[src/rtl/tmr_pair_pkg.sv]
package tmr_pair_pkg;

  localparam int BYTE_W = 8;
  localparam int PRE_W  = 5;
  localparam int ADDR_W = 3;

  typedef enum logic [1:0] {
    MD_PRE13   = 2'd0,
    MD_FULL16  = 2'd1,
    MD_RELOAD8 = 2'd2,
    MD_SPLIT   = 2'd3
  } tmode_e;

  localparam logic [ADDR_W-1:0] A_MODE = 3'd0;
  localparam logic [ADDR_W-1:0] A_RUN  = 3'd1;
  localparam logic [ADDR_W-1:0] A_FLAG = 3'd2;
  localparam logic [ADDR_W-1:0] A_T0L  = 3'd3;
  localparam logic [ADDR_W-1:0] A_T0H  = 3'd4;
  localparam logic [ADDR_W-1:0] A_T1L  = 3'd5;
  localparam logic [ADDR_W-1:0] A_T1H  = 3'd6;

  typedef struct packed {
    logic              ovf;
    logic [BYTE_W-1:0] lo;
    logic [BYTE_W-1:0] hi;
  } step_t;

  // one byte incremented, carry out in the top bit
  function automatic logic [BYTE_W:0] byte_inc(input logic [BYTE_W-1:0] v);
    return {1'b0, v} + {{BYTE_W{1'b0}}, 1'b1};
  endfunction

  // one count step of a whole counter in modes 0 to 2
  function automatic step_t cnt_step(input tmode_e m,
                                     input logic [BYTE_W-1:0] lo,
                                     input logic [BYTE_W-1:0] hi);
    step_t r;
    logic [PRE_W:0] pre;
    logic [BYTE_W:0] hb;
    logic [2*BYTE_W:0] wide;
    r.ovf = 1'b0;
    r.lo  = lo;
    r.hi  = hi;
    case (m)
      MD_PRE13: begin
        pre = {1'b0, lo[PRE_W-1:0]} + {{PRE_W{1'b0}}, 1'b1};
        r.lo[PRE_W-1:0] = pre[PRE_W-1:0];
        if (pre[PRE_W]) begin
          hb    = byte_inc(hi);
          r.hi  = hb[BYTE_W-1:0];
          r.ovf = hb[BYTE_W];
        end
      end
      MD_FULL16: begin
        wide  = {1'b0, hi, lo} + {{(2*BYTE_W){1'b0}}, 1'b1};
        r.ovf = wide[2*BYTE_W];
        r.hi  = wide[2*BYTE_W-1:BYTE_W];
        r.lo  = wide[BYTE_W-1:0];
      end
      MD_RELOAD8: begin
        if (&lo) begin
          r.lo  = hi;
          r.ovf = 1'b1;
        end else begin
          hb   = byte_inc(lo);
          r.lo = hb[BYTE_W-1:0];
        end
      end
      default: ;
    endcase
    return r;
  endfunction

endpackage

[src/rtl/tmr_pair_sampler.sv]
module tmr_pair_sampler #(
  parameter int N_PINS = 4,
  parameter int N_EDGE = 2,
  parameter int STAGES = 2,
  parameter int DIV    = 12
) (
  input  logic              clk,
  input  logic              rst_n,
  input  logic [N_PINS-1:0] pins,
  output logic              tick,
  output logic [N_PINS-1:0] level,
  output logic [N_EDGE-1:0] fall
);
  localparam int CW = $clog2(DIV);

  logic [CW-1:0]     mc_q;
  logic [N_EDGE-1:0] prev_q;

  assign tick = (mc_q == CW'(DIV - 1));

  always_ff @(posedge clk or negedge rst_n) begin
    if (!rst_n) mc_q <= '0;
    else        mc_q <= tick ? '0 : mc_q + 1'b1;
  end

  for (genvar g = 0; g < N_PINS; g++) begin : g_sync
    logic [STAGES-1:0] sh_q;
    always_ff @(posedge clk or negedge rst_n) begin
      if (!rst_n) sh_q <= '0;
      else        sh_q <= {sh_q[STAGES-2:0], pins[g]};
    end
    assign level[g] = sh_q[STAGES-1];
  end

  always_ff @(posedge clk or negedge rst_n) begin
    if (!rst_n)    prev_q <= '0;
    else if (tick) prev_q <= level[N_EDGE-1:0];
  end

  assign fall = {N_EDGE{tick}} & prev_q & ~level[N_EDGE-1:0];

endmodule

[src/rtl/tmr_pair_unit.sv]
module tmr_pair_unit
  import tmr_pair_pkg::*;
#(
  parameter bit CAN_SPLIT = 1'b0
) (
  input  logic              clk,
  input  logic              rst_n,
  input  tmode_e            mode,
  input  logic              inc_a,
  input  logic              inc_b,
  input  logic              wr_lo,
  input  logic              wr_hi,
  input  logic [BYTE_W-1:0] wdata,
  output logic [BYTE_W-1:0] lo,
  output logic [BYTE_W-1:0] hi,
  output logic              ovf_a,
  output logic              ovf_b
);
  logic              split_on;
  logic [BYTE_W-1:0] lo_d, hi_d;
  logic [BYTE_W:0]   inc_lo, inc_hi;
  step_t             st;

  if (CAN_SPLIT) begin : g_split
    assign split_on = (mode == MD_SPLIT);
  end else begin : g_whole
    assign split_on = 1'b0;
  end

  assign inc_lo = byte_inc(lo);
  assign inc_hi = byte_inc(hi);
  assign st     = cnt_step(mode, lo, hi);

  always_comb begin
    lo_d  = lo;
    hi_d  = hi;
    ovf_a = 1'b0;
    ovf_b = 1'b0;
    if (split_on) begin
      if (wr_lo) lo_d = wdata;
      else if (inc_a) begin
        lo_d  = inc_lo[BYTE_W-1:0];
        ovf_a = inc_lo[BYTE_W];
      end
      if (wr_hi) hi_d = wdata;
      else if (inc_b) begin
        hi_d  = inc_hi[BYTE_W-1:0];
        ovf_b = inc_hi[BYTE_W];
      end
    end else if (wr_lo || wr_hi) begin
      if (wr_lo) lo_d = wdata;
      if (wr_hi) hi_d = wdata;
    end else if (inc_a && mode != MD_SPLIT) begin
      lo_d  = st.lo;
      hi_d  = st.hi;
      ovf_a = st.ovf;
    end
  end

  always_ff @(posedge clk or negedge rst_n) begin
    if (!rst_n) begin
      lo <= '0;
      hi <= '0;
    end else begin
      lo <= lo_d;
      hi <= hi_d;
    end
  end

endmodule

[src/rtl/tmr_pair.sv]
module tmr_pair
  import tmr_pair_pkg::*;
#(
  parameter int MC_DIV      = 12,
  parameter int SYNC_STAGES = 2
) (
  input  logic              clk,
  input  logic              rst_n,
  input  logic              wr_en,
  input  logic [ADDR_W-1:0] wr_addr,
  input  logic [BYTE_W-1:0] wr_data,
  input  logic [ADDR_W-1:0] rd_addr,
  output logic [BYTE_W-1:0] rd_data,
  input  logic              ev0_pin,
  input  logic              ev1_pin,
  input  logic              gate0_pin,
  input  logic              gate1_pin,
  output logic              t1_ovf
);
  localparam int N_TMR = 2;

  logic [BYTE_W-1:0] mode_q;
  logic [N_TMR-1:0]  run_q;
  logic [N_TMR-1:0]  flag_q;
  logic              t1_ovf_q;

  logic              mc_tick;
  logic [3:0]        lvl;
  logic [N_TMR-1:0]  fall;

  tmode_e            md0, md1;
  logic              cs0, cs1, gm0, gm1;
  logic              en0, en1, inc0, inc0b, inc1;
  logic              split;
  logic              wr_t0l, wr_t0h, wr_t1l, wr_t1h, wr_t0_any;
  logic [BYTE_W-1:0] t0_lo, t0_hi, t1_lo, t1_hi;
  logic              ev_t0a, ev_t0b, ev_t1, ev_t1b;
  logic [N_TMR-1:0]  set_vec, clr_vec;

  tmr_pair_sampler #(
    .N_PINS(4), .N_EDGE(N_TMR), .STAGES(SYNC_STAGES), .DIV(MC_DIV)
  ) u_samp (
    .clk   (clk),
    .rst_n (rst_n),
    .pins  ({gate1_pin, gate0_pin, ev1_pin, ev0_pin}),
    .tick  (mc_tick),
    .level (lvl),
    .fall  (fall)
  );

  assign md0 = tmode_e'(mode_q[1:0]);
  assign cs0 = mode_q[2];
  assign gm0 = mode_q[3];
  assign md1 = tmode_e'(mode_q[5:4]);
  assign cs1 = mode_q[6];
  assign gm1 = mode_q[7];

  assign split = (md0 == MD_SPLIT);

  assign en0   = run_q[0] & (~gm0 | lvl[2]);
  assign en1   = run_q[1] & (~gm1 | lvl[3]);
  assign inc0  = en0 & (cs0 ? fall[0] : mc_tick);
  assign inc1  = en1 & (cs1 ? fall[1] : mc_tick);
  assign inc0b = run_q[1] & mc_tick;

  assign wr_t0l    = wr_en && (wr_addr == A_T0L);
  assign wr_t0h    = wr_en && (wr_addr == A_T0H);
  assign wr_t1l    = wr_en && (wr_addr == A_T1L);
  assign wr_t1h    = wr_en && (wr_addr == A_T1H);
  assign wr_t0_any = wr_t0l | wr_t0h;

  tmr_pair_unit #(.CAN_SPLIT(1'b1)) u_t0 (
    .clk   (clk),
    .rst_n (rst_n),
    .mode  (md0),
    .inc_a (inc0),
    .inc_b (inc0b),
    .wr_lo (wr_t0l),
    .wr_hi (wr_t0h),
    .wdata (wr_data),
    .lo    (t0_lo),
    .hi    (t0_hi),
    .ovf_a (ev_t0a),
    .ovf_b (ev_t0b)
  );

  tmr_pair_unit #(.CAN_SPLIT(1'b0)) u_t1 (
    .clk   (clk),
    .rst_n (rst_n),
    .mode  (md1),
    .inc_a (inc1),
    .inc_b (1'b0),
    .wr_lo (wr_t1l),
    .wr_hi (wr_t1h),
    .wdata (wr_data),
    .lo    (t1_lo),
    .hi    (t1_hi),
    .ovf_a (ev_t1),
    .ovf_b (ev_t1b)
  );

  assign set_vec = {split ? ev_t0b : (ev_t1 | ev_t1b), ev_t0a};
  assign clr_vec = (wr_en && wr_addr == A_FLAG) ? wr_data[N_TMR-1:0] : '0;

  always_ff @(posedge clk or negedge rst_n) begin
    if (!rst_n) begin
      mode_q   <= '0;
      run_q    <= '0;
      flag_q   <= '0;
      t1_ovf_q <= 1'b0;
    end else begin
      if (wr_en && wr_addr == A_MODE) mode_q <= wr_data;
      if (wr_en && wr_addr == A_RUN)  run_q  <= wr_data[N_TMR-1:0];
      flag_q   <= set_vec | (flag_q & ~clr_vec);
      t1_ovf_q <= ev_t1;
    end
  end

  assign t1_ovf = t1_ovf_q;

  always_comb begin
    case (rd_addr)
      A_MODE:  rd_data = mode_q;
      A_RUN:   rd_data = {{(BYTE_W-N_TMR){1'b0}}, run_q};
      A_FLAG:  rd_data = {{(BYTE_W-N_TMR){1'b0}}, flag_q};
      A_T0L:   rd_data = t0_lo;
      A_T0H:   rd_data = t0_hi;
      A_T1L:   rd_data = t1_lo;
      A_T1H:   rd_data = t1_hi;
      default: rd_data = '0;
    endcase
  end

endmodule

[config.mk]
export PLATFORM = sky130hd
export DESIGN_NAME = tmr_pair
export DESIGN_NICKNAME = d
export VERILOG_FILES = /design/src/rtl/tmr_pair_pkg.sv /design/src/rtl/tmr_pair_sampler.sv /design/src/rtl/tmr_pair_unit.sv /design/src/rtl/tmr_pair.sv
export SDC_FILE = /design/constraint.sdc
export NUM_CORES = 1
export LEC_CHECK = 0
export BUFFER_PORTS_ARGS = -buffer_cell sky130_fd_sc_hd__buf_2
export CORE_MARGIN = 2
export CORE_UTILIZATION = 66
export DETAILED_ROUTE_END_ITERATION = 16
export PLACE_DENSITY = 0.87
export RECOVER_POWER = 50
export SKIP_CTS_REPAIR_TIMING = 1
export SYNTH_ARGS = -nofsm -noshare
export SYNTH_HDL_FRONTEND = slang
export SYNTH_SLANG_ARGS = --single-unit
[constraint.sdc]
create_clock -name clk -period 5.1 [get_ports clk]
set_input_delay 0.765 -clock clk [delete_from_list [all_inputs] [get_ports clk]]
set_output_delay 0.765 -clock clk [all_outputs]
set_load 0.02 [all_outputs]
**After elaboration in Yosys (flattened, before gate mapping)**

Cells that the tools add are included.

- Mux-type cells: 49
- Bitwise operators: 15
- Equal/unequal tests: 28
- Reductions and logical operators: 31
- $add $sub $neg: 9

Operators by type and width:

| cell | number |
|---|---|
| 2-to-1 mux 8 bit | 22 |
| one-hot mux 8 bit (7 select lines) | 1 |
| adder 16 x 1 -> 17 bit, second input constant | 2 |
| one-hot mux 8 bit (2 select lines) | 2 |
| one-hot mux 5 bit (3 select lines) | 2 |
| adder 8 x 1 -> 9 bit, second input constant | 3 |
| equality test 3 bit, second input constant | 6 |
| 2-to-1 mux 1 bit | 16 |
| AND reduction 8 bit | 2 |
| adder 5 x 1 -> 6 bit, second input constant | 2 |
| equality test 3 x 2 -> 1 bit, second input constant | 4 |
| one-hot mux 3 bit (2 select lines) | 2 |
| AND reduction 4 bit | 3 |
| nonzero test 4 bit | 3 |
| logical AND 1 bit | 9 |
| inequality test 3 x 2 -> 1 bit, second input constant | 3 |
| nonzero test 3 bit | 3 |
| adder 8 x 1 -> 8 bit, second input constant | 1 |
| bitwise AND 2 bit | 3 |
| equality test 2 bit, second input constant | 3 |
| equality test 3 x 1 -> 1 bit, second input constant | 2 |
| zero test 3 bit | 2 |
| inequality test 3 x 1 -> 1 bit, second input constant | 2 |
| one-hot mux 1 bit (3 select lines) | 2 |
| 19 further kinds | 32 |

- Flip-flop bits (word level): 59
- Bits of input ports: 21
- Output and inout port bits: 9

**Depth between registers and ports, before layout**

Gate-level depths: netlist of run 1.

- Depth after elaboration: 10
- Gate-level depth with buffers: 8
- Mapped depth without buffers: 7

**Cells and area by module**

From an unflattened synthesis of run 1, not the netlist that was laid out.

- Cell total of the unflattened synthesis: 524
- Area, all modules: 4,650.7 um^2

By module, submodules not included:

| module | instances | sequential area each (um^2) | area each (um^2) | cells an instance |
|---|---|---|---|---|
| tmr_pair_unit (u_t0) | 1 | 400.4 | 1,835.5 | 236 |
| tmr_pair_unit (u_t1) | 1 | 400.4 | 1,290.0 | 154 |
| tmr_pair | 1 | 325.3 | 1,008.5 | 101 |
| tmr_pair_sampler | 1 | 350.3 | 516.7 | 33 |

**Worst setup path after synthesis of run 1**

No wires, ideal clock.

- Path kind: in2out
- Start point: input rd_addr[2]
- End point: output rd_data[2]
- Buffers on the path: 2
- Path slack: 2.360 ns
- Arrival: 1.975 ns
- Stages: 5
- Path through: clkbuf_1 -> nor2b_1 -> clkbuf_1 -> a22oi_1 -> a21oi_1

- Longest elaborated chain between the ends: 2
- Elaborated cells on any way between the ends: 8
- Classes of those cells: eq/ne: 6; mux: 1; reduce/logical: 1

RTL lines:

| element | line | source |
|---|---|---|
| start, declared | tmr_pair.sv:12 | `input logic [ADDR_W-1:0] rd_addr,` |
| equality test 3 bit, or another cell as far along | tmr_pair.sv:122 | `case (rd_addr)` |
| one-hot mux 8 bit (7 select lines) * | tmr_pair.sv:122 |  |
| end, declared | tmr_pair.sv:13 | `output logic [BYTE_W-1:0] rd_data,` |

Every way passes the cells marked *; elsewhere a longest branch is shown, timed or not.

==> impl_metrics.tcl, run 1 <==
set metrics [dict create \
    core_sq_um 6720 \
    yosysTopAreaCell "dfrtp_1" \
    synth_area_per_cell_sq_um 8.36 \
    syn_nets 574 \
    worstSetupPathType "in -> async" \
    yosysSeqAreaShare 0.327 \
    final_common_cell "dfrtp_1" \
    die_h_microns 86.7 \
    yosys_warnings 0 \
    dr.pass1.iters 5 \
    insertion_delay_ps 350 \
    power.switching_uw 896 \
    yosys.area.top_type_share 0.327 \
    leakagePower_nw 1.90 \
    cts-root-buf "clkbuf_8" \
    grt_pass1_wl_microns 22400 \
    start_kind "input pin" \
    drc 0 \
    track_usage 0.386 \
    skew_ps 17.8 \
    synth-seq-cells 59 \
    seq_power_share 0.416 \
    max-cap-violations 1 \
    htree_levels 3 \
    syn2layout_area_growth_pct 6.32 \
    clkPwrFrac 0.208 \
    viasPerCell 7.33 \
    grt.overflow.total 0 \
    hold_class "reg -> reg" \
    max-vdd-ir-drop_mv 0.276 \
    finalCriticalPeriod_ps 3450 \
    violations "capacitance limit, slew limit" \
    holdWs_ps 354 \
    first_global_vias 4326 \
    tightest_slew_ps 3270 \
    finalPower_mw 1.96 \
    cts_buffer_depth 2 \
    critPathRequiredTime_ps 4820 \
    grt_start_max_net_pins 60 \
    cts_made_buffers 9 \
    clock.fmax_mhz 290 \
    cp_data_arrival_time_ps 3160 \
    num_vias 4618 \
    antenna_found_initial 0 \
    die_area_sq_um 7520 \
    crit_family "buffers and inverters" \
    synth.distinct_cells 78 \
    critical_path_peak_fanout 59 \
    status "finished with violations" \
    sw_frac_of_total 0.456 \
    diodes 0 \
    rows 30 \
    clock_sinks 59 \
    clk_pin_slew_ps 80 \
    hold_violations 0 \
    finalSetupTns_ps 0 \
    port_buffers 29 \
    drive_gt1_frac 0.136 \
    die_w_microns 86.7 \
    synth_area_sq_um 4510 \
    drtIter0Drc 515 \
    slew_headroom -1.18 \
    final_nets 579 \
    worst_path_max_delay_cell "clkbuf_1" \
    synth_area_leaders "dfrtp_1 33%, nand2_1 4.1%, ha_1 3.6%" \
    ant_nets 0 \
    rsz0062_at_grt "false" \
    setup_violations 0 \
    p_int_mw 1.07 \
    final_cell_mix "59 x dfrtp_1, 49 x nand2_1, 43 x nor2_1" \
    final_max_slew_viol_count 60 \
    n_fill_cell 537 \
    start_util 0.672 \
    cellPowerDensity_nw_per_um2 409 \
    synth_flop_cell "dfrtp_1" \
    gp_congestion 0.995 \
    finalCritPeriodShare 0.676 \
    routed_wl_microns 13900 \
    cts_tree "built" \
    dp_hpwl_microns 9950 \
    pwr-share-comb 0.375 \
    end_kind "asynchronous set/reset pin" \
    synthArstFlopShare 1.00 \
    wl_per_cell_microns 22.1 \
    cpPeakStageDelay_ps 2290 \
    synthCells 540 \
    cp_cell_sequence "buf_2 > clkbuf_1" \
    cp_num_buf_inv 2 \
    synth_edf_count 0 \
    ios 30 \
]
-- kinds of logic after synthesis --
family                   synth area share
AO/OA/AOI/OAI                       0.289
XOR/XNOR                           0.0194
adder cells (fa/ha/maj)            0.0360
buffers and inverters              0.0527
flip-flops                          0.327
multiplexers                       0.0521
AND/OR/NAND/NOR                     0.224
-- cells in the mapped netlist, types with 10 or more instances --
cell type,n
o21ai_0,32
nand3_1,27
a21oi_1,31
nand2_1,49
clkbuf_1,21
mux2_2,10
nor2_1,43
o211ai_1,12
mux2i_1,10
a22oi_1,10
nor3_1,14
a31oi_1,18
inv_1,15
buf_2,12
dfrtp_1,59
nand4_1,12
ha_1,13
a311oi_1,13
-- flip-flops by register name, indices dropped and copies added, names as in the netlist --
name / cells
u_t0.hi: 8
u_t0.lo: 8
mode_q: 8
u_t1.lo: 8
flag_q: 2
u_samp.g_sync.sh_q: 8
u_t1.hi: 8
run_q: 2
t1_ovf: 1
u_samp.prev_q: 2
u_samp.mc_q: 4
-- metrics by stage --
stage | setup WS [ps] | util | cell area (sq um) | std cells
finish | 1650 | 0.714 | 4800 | 630
global route | 1100 | 0.714 | 4800 | 630
floorplan | 2360 | - | 4510 | 540
global placement | 2240 | 0.687 | 4620 | 614
detailed placement | 2090 | 0.687 | 4620 | 614
CTS | 2290 | 0.715 | 4800 | 630
-- path summary, 6_finish.rpt --
check / from / endpoint / slack (ps) / cells past startpoint
setup / recovery: rst_n / u_t0.lo[7]$_DFFE_PN0P_ / 1650 / 2
hold / removal: u_samp.g_sync[2].sh_q[0]$_DFF_PN0_ / u_samp.g_sync[2].sh_q[1]$_DFF_PN0_ / 350 / 0
setup reg to reg: mode_q[0]$_DFFE_PN0P_ / u_t0.hi[0]$_DFFE_PN0P_ / 2460 / 6
hold reg to reg: u_samp.g_sync[2].sh_q[0]$_DFF_PN0_ / u_samp.g_sync[2].sh_q[1]$_DFF_PN0_ / 350 / 0
max in group clk: rd_addr[2] / rd_data[2] / 2270 / 5
min in group asynchronous: rst_n / u_t0.hi[7]$_DFFE_PN0P_ / 1590 / 2
-- power groups by stage --
stage | registers, mW | clock network (mW) | logic, mW
2_1_floorplan | 0.677 | 0 | 0.626
3_3_place_gp | 0.805 | 0 | 0.697
3_5_place_dp | 0.811 | 0 | 0.712
4_1_cts | 0.803 | 0.412 | 0.719
5_1_grt | 0.835 | 0.430 | 0.813
6_report | 0.818 | 0.409 | 0.737
-- layer usage --
metal	wire length, microns	track usage
met5	0	0
met4	616	0.183
met3	1270	0.0733
met1	5500	0.512
met2	6530	0.610
-- cell type report --
| cell class | instances | area, sq um | area share |
|---|---|---|---|
| clock inverters | 7 | 61.3 | 0.0128 |
| flip-flops and latches | 59 | 1480 | 0.308 |
| multi-input cells | 426 | 2810 | 0.585 |
| well taps | 80 | 100 | 0.0209 |
| clock buffers | 9 | 124 | 0.0258 |
| inverters | 16 | 60.1 | 0.0125 |
| repair buffers | 33 | 171 | 0.0357 |
(Power assumes the default switching activity.)
==> run 2: changes to the inputs <==
--- a/config.mk
+++ b/config.mk
@@ -5,11 +5,12 @@
 export SDC_FILE = /design/constraint.sdc
 export NUM_CORES = 1
 export LEC_CHECK = 0
+export ABC_AREA = 1
 export BUFFER_PORTS_ARGS = -buffer_cell sky130_fd_sc_hd__buf_2
 export CORE_MARGIN = 2
-export CORE_UTILIZATION = 66
+export CORE_UTILIZATION = 62
 export DETAILED_ROUTE_END_ITERATION = 16
-export PLACE_DENSITY = 0.87
+export PLACE_DENSITY = 0.82
 export RECOVER_POWER = 50
 export SKIP_CTS_REPAIR_TIMING = 1
 export SYNTH_ARGS = -nofsm -noshare
==> constraint.sdc (replaced) <==
create_clock -name clk -period 3.45 [get_ports clk]
set_input_delay 0.5175 -clock clk [delete_from_list [all_inputs] [get_ports clk]]
set_output_delay 0.5175 -clock clk [all_outputs]
set_load 0.02 [all_outputs]
==> run 2 against run 1 <==
The flow still finishes with violations (capacitance limit, slew limit). Worst setup slack worse by 780 ps. First-iteration DRC count is 40% higher. Clock skew fell by 5.7 ps. Total power increased by 73%. Cell area up 7.4%. Sequential cell count did not move. Synthesized area up 5.7%. Critical path type is now in -> out.
==> impl_metrics.tcl, run 2 <==
set metrics [dict create \
    cellPowerDensity_nw_per_um2 658 \
    diodes 0 \
    status "finished with violations" \
    gp_congestion 1.04 \
    drc 0 \
    first_global_vias 4620 \
    multi_input_area_sq_um 2840 \
    clock_sinks 59 \
    cts_buffer_depth 2 \
    core_sq_um 7370 \
    die_h_microns 91.7 \
    rows 31 \
    start_kind "input pin" \
    synth-simple-area-share 0.408 \
    dr.pass1.iters 6 \
    synth.distinct_cells 46 \
    ios 30 \
    die_area_sq_um 8410 \
    synth_edf_count 0 \
    place_ws_ps 906 \
    drtIter0Drc 722 \
    synth_area_sq_um 4770 \
    clk_pin_slew_ps 80 \
    dp_hpwl_microns 11000 \
    max-vdd-ir-drop_mv 0.380 \
    yosys_warnings 0 \
    yosysSeqAreaShare 0.309 \
    finalCriticalPeriod_ps 2570 \
    htree_levels 3 \
    port_buffers 29 \
    synth-xor-area-share 0.0202 \
    n_fill_cell 658 \
    slew_headroom -0.577 \
    seq_area_sq_um 1480 \
    grt_start_max_net_pins 46 \
    worstSetupPathType "in -> out" \
    synthCells 731 \
    muxShareOfSynthArea 0 \
    cts_tree "built" \
    cp_data_arrival_time_ps 2060 \
    holdWs_ps 259 \
    end_kind "primary output" \
    syn2layout_area_growth_pct 8.02 \
    cts-root-buf "clkbuf_8" \
    syn_nets 765 \
    final_nets 797 \
    track_usage 0.357 \
    synthAdderAreaFrac 0.0341 \
    wl_per_cell_microns 16.7 \
    final_cell_mix "247 x nand2_1, 91 x inv_1, 69 x nand3_1" \
    clock.fmax_mhz 388 \
    synth_flop_cell "dfrtp_1" \
    max-cap-violations 1 \
    num_vias 5092 \
    drive_gt1_frac 0.121 \
    synth_area_per_cell_sq_um 6.53 \
    setup_violations 0 \
    hold_violations 0 \
    yosys.area.top_type_share 0.309 \
    antenna_found_initial 0 \
    finalCritPeriodShare 0.746 \
    grt.overflow.total 0 \
    yosysTopAreaCell "dfrtp_1" \
    final_max_slew_viol_count 46 \
    leakagePower_nw 2.79 \
    violations "capacitance limit, slew limit" \
    final_common_cell "nand2_1" \
    setup_slack_ps 876 \
    synth_area_leaders "dfrtp_1 31%, nand2_1 19%, inv_1 7.2%" \
    synthArstFlopShare 1.00 \
    synth_compound_area_frac 0.133 \
    start_util 0.648 \
    critPathRequiredTime_ps 2930 \
    ant_nets 0 \
    die_w_microns 91.7 \
    synth_top_family_by_area "simple AND/OR/NAND/NOR gates" \
    finalSetupTns_ps 0 \
    rsz0062_at_grt "false" \
    viasPerCell 5.87 \
    insertion_delay_ps 360 \
    tightest_slew_ps 2370 \
    ys_top_cells_by_count "247 x nand2_1, 91 x inv_1, 68 x nand3_1, 66 x nor2_1, 59 x dfrtp_1" \
    routed_wl_microns 14500 \
    cts_made_buffers 9 \
    grt_pass1_wl_microns 23500 \
    critical_path_peak_fanout 6 \
    hold_class "in -> reg" \
    synth-seq-cells 59 \
    synth.most_common_cell "nand2_1" \
    skew_ps 12.1 \
]
==> run 2: cell count changes after synthesis, sizes merged, moves of 10 or more <==
cell    previous run  this run
clkbuf            22         3
nor2              43        77
o31ai             10         0
nand3             27        75
buf               17         6
nand2             50       257
mux2i             10         0
mux2              10         0
inv               15       100
a31oi             19         3
a311oi            13         0
o211ai            12         2
==> run 2: where the power goes <==
group,internal [mW],switching [mW],leakage [nW]
registers,0.891,0.287,0.722
logic,0.543,1.05,1.98
clock network,0.271,0.345,0.0872
==> run 2: per-layer routing <==
metal,up-vias,routed length (microns),track usage
li1,2431,-,-
met3,28,1780,0.0608
met2,353,6180,0.544
met4,0,246,0.0796
met1,2280,6290,0.533
met5,-,0,0
==> run 2: final cells by class <==
| class | instances | area share |
|---|---|---|
| Tap cell | 99 | 0.0240 |
| Inverter | 102 | 0.0745 |
| Sequential cell | 59 | 0.286 |
| Clock buffer | 9 | 0.0240 |
| Multi-Input combinational cell | 561 | 0.550 |
| Clock inverter | 7 | 0.0114 |
| Timing Repair Buffer | 30 | 0.0291 |
==> run 2: worst max-delay path, stage by stage <==
cell	delay, ps
buf_2	120
inv_1	80
nor3_1	660
inv_1	170
o22ai_1	150
nor2_1	70
o2111ai_1	80
buf_2	190
==> run 2: cells by family (layout without fill, tap and decap cells) <==
| logic type | count (synthesis) | count (layout) |
|---|---|---|
| compound gates | 103 | 103 |
| fa+ha+maj | 13 | 13 |
| xor+xnor | 11 | 11 |
| buf+inv | 111 | 148 |
| simple gates | 434 | 434 |
| flops | 59 | 59 |
==> run 2: path summary, 6_finish.rpt <==
kind | cells past startpoint | slack [ps] | to | from
setup / recovery | 8 | 880 | rd_data[0] | rd_addr[0]
hold / removal | 1 | 260 | u_samp.g_sync[1].sh_q[0]$_DFF_PN0_ | ev1_pin
hold reg to reg | 0 | 350 | u_samp.g_sync[3].sh_q[1]$_DFF_PN0_ | u_samp.g_sync[3].sh_q[0]$_DFF_PN0_
setup reg to reg | 12 | 970 | u_t0.hi[0]$_DFFE_PN0P_ | mode_q[1]$_DFFE_PN0P_
max in group asynchronous | 1 | 1230 | u_t0.lo[6]$_DFFE_PN0P_ | rst_n
min in group asynchronous | 1 | 870 | u_samp.mc_q[2]$_DFF_PN0_ | rst_n
==> run 2: through the flow <==
step | util | instance area (sq um) | std cells | total power, mW
2_1_floorplan | - | 4770 | 731 | 2.28
3_3_place_gp | 0.676 | 4980 | 851 | 2.67
3_5_place_dp | 0.676 | 4980 | 851 | 2.71
4_1_cts | 0.701 | 5160 | 867 | 3.34
5_1_grt | 0.699 | 5150 | 867 | 3.64
6_report | 0.699 | 5150 | 867 | 3.39
==> run 3: changes to the inputs <==
--- a/config.mk
+++ b/config.mk
@@ -8,9 +8,9 @@
 export ABC_AREA = 1
 export BUFFER_PORTS_ARGS = -buffer_cell sky130_fd_sc_hd__buf_2
 export CORE_MARGIN = 2
-export CORE_UTILIZATION = 62
+export CORE_UTILIZATION = 56
 export DETAILED_ROUTE_END_ITERATION = 16
-export PLACE_DENSITY = 0.82
+export PLACE_DENSITY = 0.78
 export RECOVER_POWER = 50
 export SKIP_CTS_REPAIR_TIMING = 1
 export SYNTH_ARGS = -nofsm -noshare
==> constraint.sdc (replaced) <==
create_clock -name clk -period 2.2 [get_ports clk]
set_input_delay 0.33 -clock clk [delete_from_list [all_inputs] [get_ports clk]]
set_output_delay 0.33 -clock clk [all_outputs]
set_load 0.02 [all_outputs]
==> run 3 against run 2 <==
The run now ends clean. Die area is 10% higher. Hold slack worse by 190 ps. Sequential share of layout area is 0.39 points lower. Register-to-register slack worse by 690 ps. Non-clock buffer count is 8 higher. Largest cell class unchanged. Sequential cell count stayed put. Critical path type is now reg -> out. Combinational power is 61% higher. Wire length is 1.9% higher. Count of clock-buffer cells in the layout stayed put. Critical endpoint is now rd_data[5]. Highest routed layer unchanged. First-iteration DRC count is 25% lower. Clock power is 59% higher.
==> impl_metrics.tcl, run 3 (synthesis gave the netlist of run 2 again) <==
set metrics [dict create \
    status "finished clean" \
    seq_power_share 0.341 \
    grt.overflow.total 0 \
    finalSetupTns_ps 0 \
    max-cap-violations 0 \
    htree_levels 3 \
    slew_headroom 0.164 \
    grtUsageMet3 0.0799 \
    syn2layout_area_growth_pct 9.52 \
    hold_violations 0 \
    rsz0062_at_grt "false" \
    cts_made_buffers 9 \
    die_area_sq_um 9280 \
    drc 0 \
    finalCriticalPeriod_ps 2140 \
    worstSetupPathType "reg -> out" \
    start_util 0.578 \
    final_common_cell "nand2_1" \
    num_vias 5074 \
    p_int_mw 2.70 \
    clk_pin_slew_ps 80 \
    final_nets 805 \
    wl_per_cell_microns 16.8 \
    ios 30 \
    finalCritPeriodShare 0.975 \
    hold_class "in -> reg" \
    pwr-share-comb 0.477 \
    drtIter0Drc 539 \
    finalPower_mw 5.38 \
    dp_hpwl_microns 11500 \
    clkPwrFrac 0.182 \
    core_sq_um 8260 \
    end_kind "primary output" \
    leakagePower_nw 2.82 \
    power.switching_mw 2.68 \
    start_kind "flip-flop" \
    drive_gt1_frac 0.128 \
    cts_buffer_depth 2 \
    diodes 0 \
    n_fill_cell 783 \
    critical_path_peak_fanout 4 \
    tightest_slew_ps 1250 \
    dp.cells 864 \
    routed_wl_microns 14800 \
    sw_frac_of_total 0.498 \
    track_usage 0.345 \
    insertion_delay_ps 360 \
    final_max_slew_viol_count 0 \
    grt_pass1_wl_microns 24000 \
    first_global_vias 4770 \
    rows 33 \
    skew_ps 15.1 \
    antenna_found_initial 0 \
    met2_usage 0.498 \
    met1_usage 0.496 \
    setup_violations 0 \
    clock_sinks 59 \
    grt_start_max_net_pins 24 \
    max-vdd-ir-drop_mv 0.502 \
    multi_input_area_sq_um 2840 \
    seq_area_sq_um 1480 \
    cp_data_arrival_time_ps 1810 \
    ant_nets 0 \
    die_w_microns 96.3 \
    instances_no_fill 881 \
    dr.pass1.iters 5 \
    fin_util 0.633 \
    top_usage_layer "met2" \
    final_cell_mix "247 x nand2_1, 91 x inv_1, 69 x nand3_1" \
    cts-root-buf "clkbuf_8" \
    cellPowerDensity_nw_per_um2 1030 \
    cts_tree "built" \
    clock.fmax_mhz 466 \
    viasPerCell 5.76 \
    critPathRequiredTime_ps 1870 \
    die_h_microns 96.3 \
    port_buffers 29 \
    gp_congestion 1.01 \
]
run 3: critical path, stage by stage, from the launching register on:
cell and delay [ps]:
dfrtp_1 420, inv_1 180, o22ai_1 130, a221oi_1 380, o21ai_0 150, buf_2 190
run 3: through the flow:
stage,setup WS [ps],instance area [sq um],hold slack [ps]
finish,55.1,5230,73.6
global route,93.9,5230,64.4
CTS,147,5230,-48.6
detailed placement,290,5040,328
global placement,339,5040,314
floorplan,553,4770,34.4
run 3: worst paths after layout:
path                                                           end  depth (start not counted)                          startpoint  slack (ps)
worst max register to register              u_t1.hi[0]$_DFFE_PN0P_                          8            u_samp.mc_q[0]$_DFF_PN0_         280
worst max-delay path                                    rd_data[5]                          5              u_t1.hi[5]$_DFFE_PN0P_          60
worst min-delay path            u_samp.g_sync[0].sh_q[0]$_DFF_PN0_                          1                             ev0_pin          70
worst min register to register  u_samp.g_sync[3].sh_q[1]$_DFF_PN0_                          0  u_samp.g_sync[3].sh_q[0]$_DFF_PN0_         360
max in group asynchronous                    mode_q[4]$_DFFE_PN0P_                          3                               rst_n         470
min in group asynchronous                   u_t1.lo[3]$_DFFE_PN0P_                          2                               rst_n         760
run 3: cell type report:
cell class,instances,share of cell area
multi-input cells,561,0.543
flip-flops and latches,59,0.283
inverters,102,0.0735
repair buffers,38,0.0405
well taps,105,0.0251
clock buffers,9,0.0237
clock inverters,7,0.0117
run 3: power groups by stage:
stage	logic [mW]	clock network, mW	registers, mW
6_report	2.57	0.979	1.84
3_3_place_gp	2.45	0	1.82
5_1_grt	2.92	1.05	1.87
2_1_floorplan	1.88	0	1.70
4_1_cts	2.52	0.982	1.81
3_5_place_dp	2.49	0	1.83
run 3: per-layer routing:
| metal | wire, microns | vias to the layer above |
|---|---|---|
| met2 | 6300 | 270 |
| li1 | - | 2440 |
| met5 | 0 | - |
| met3 | 1500 | 43 |
| met4 | 519 | 0 |
| met1 | 6450 | 2321 |
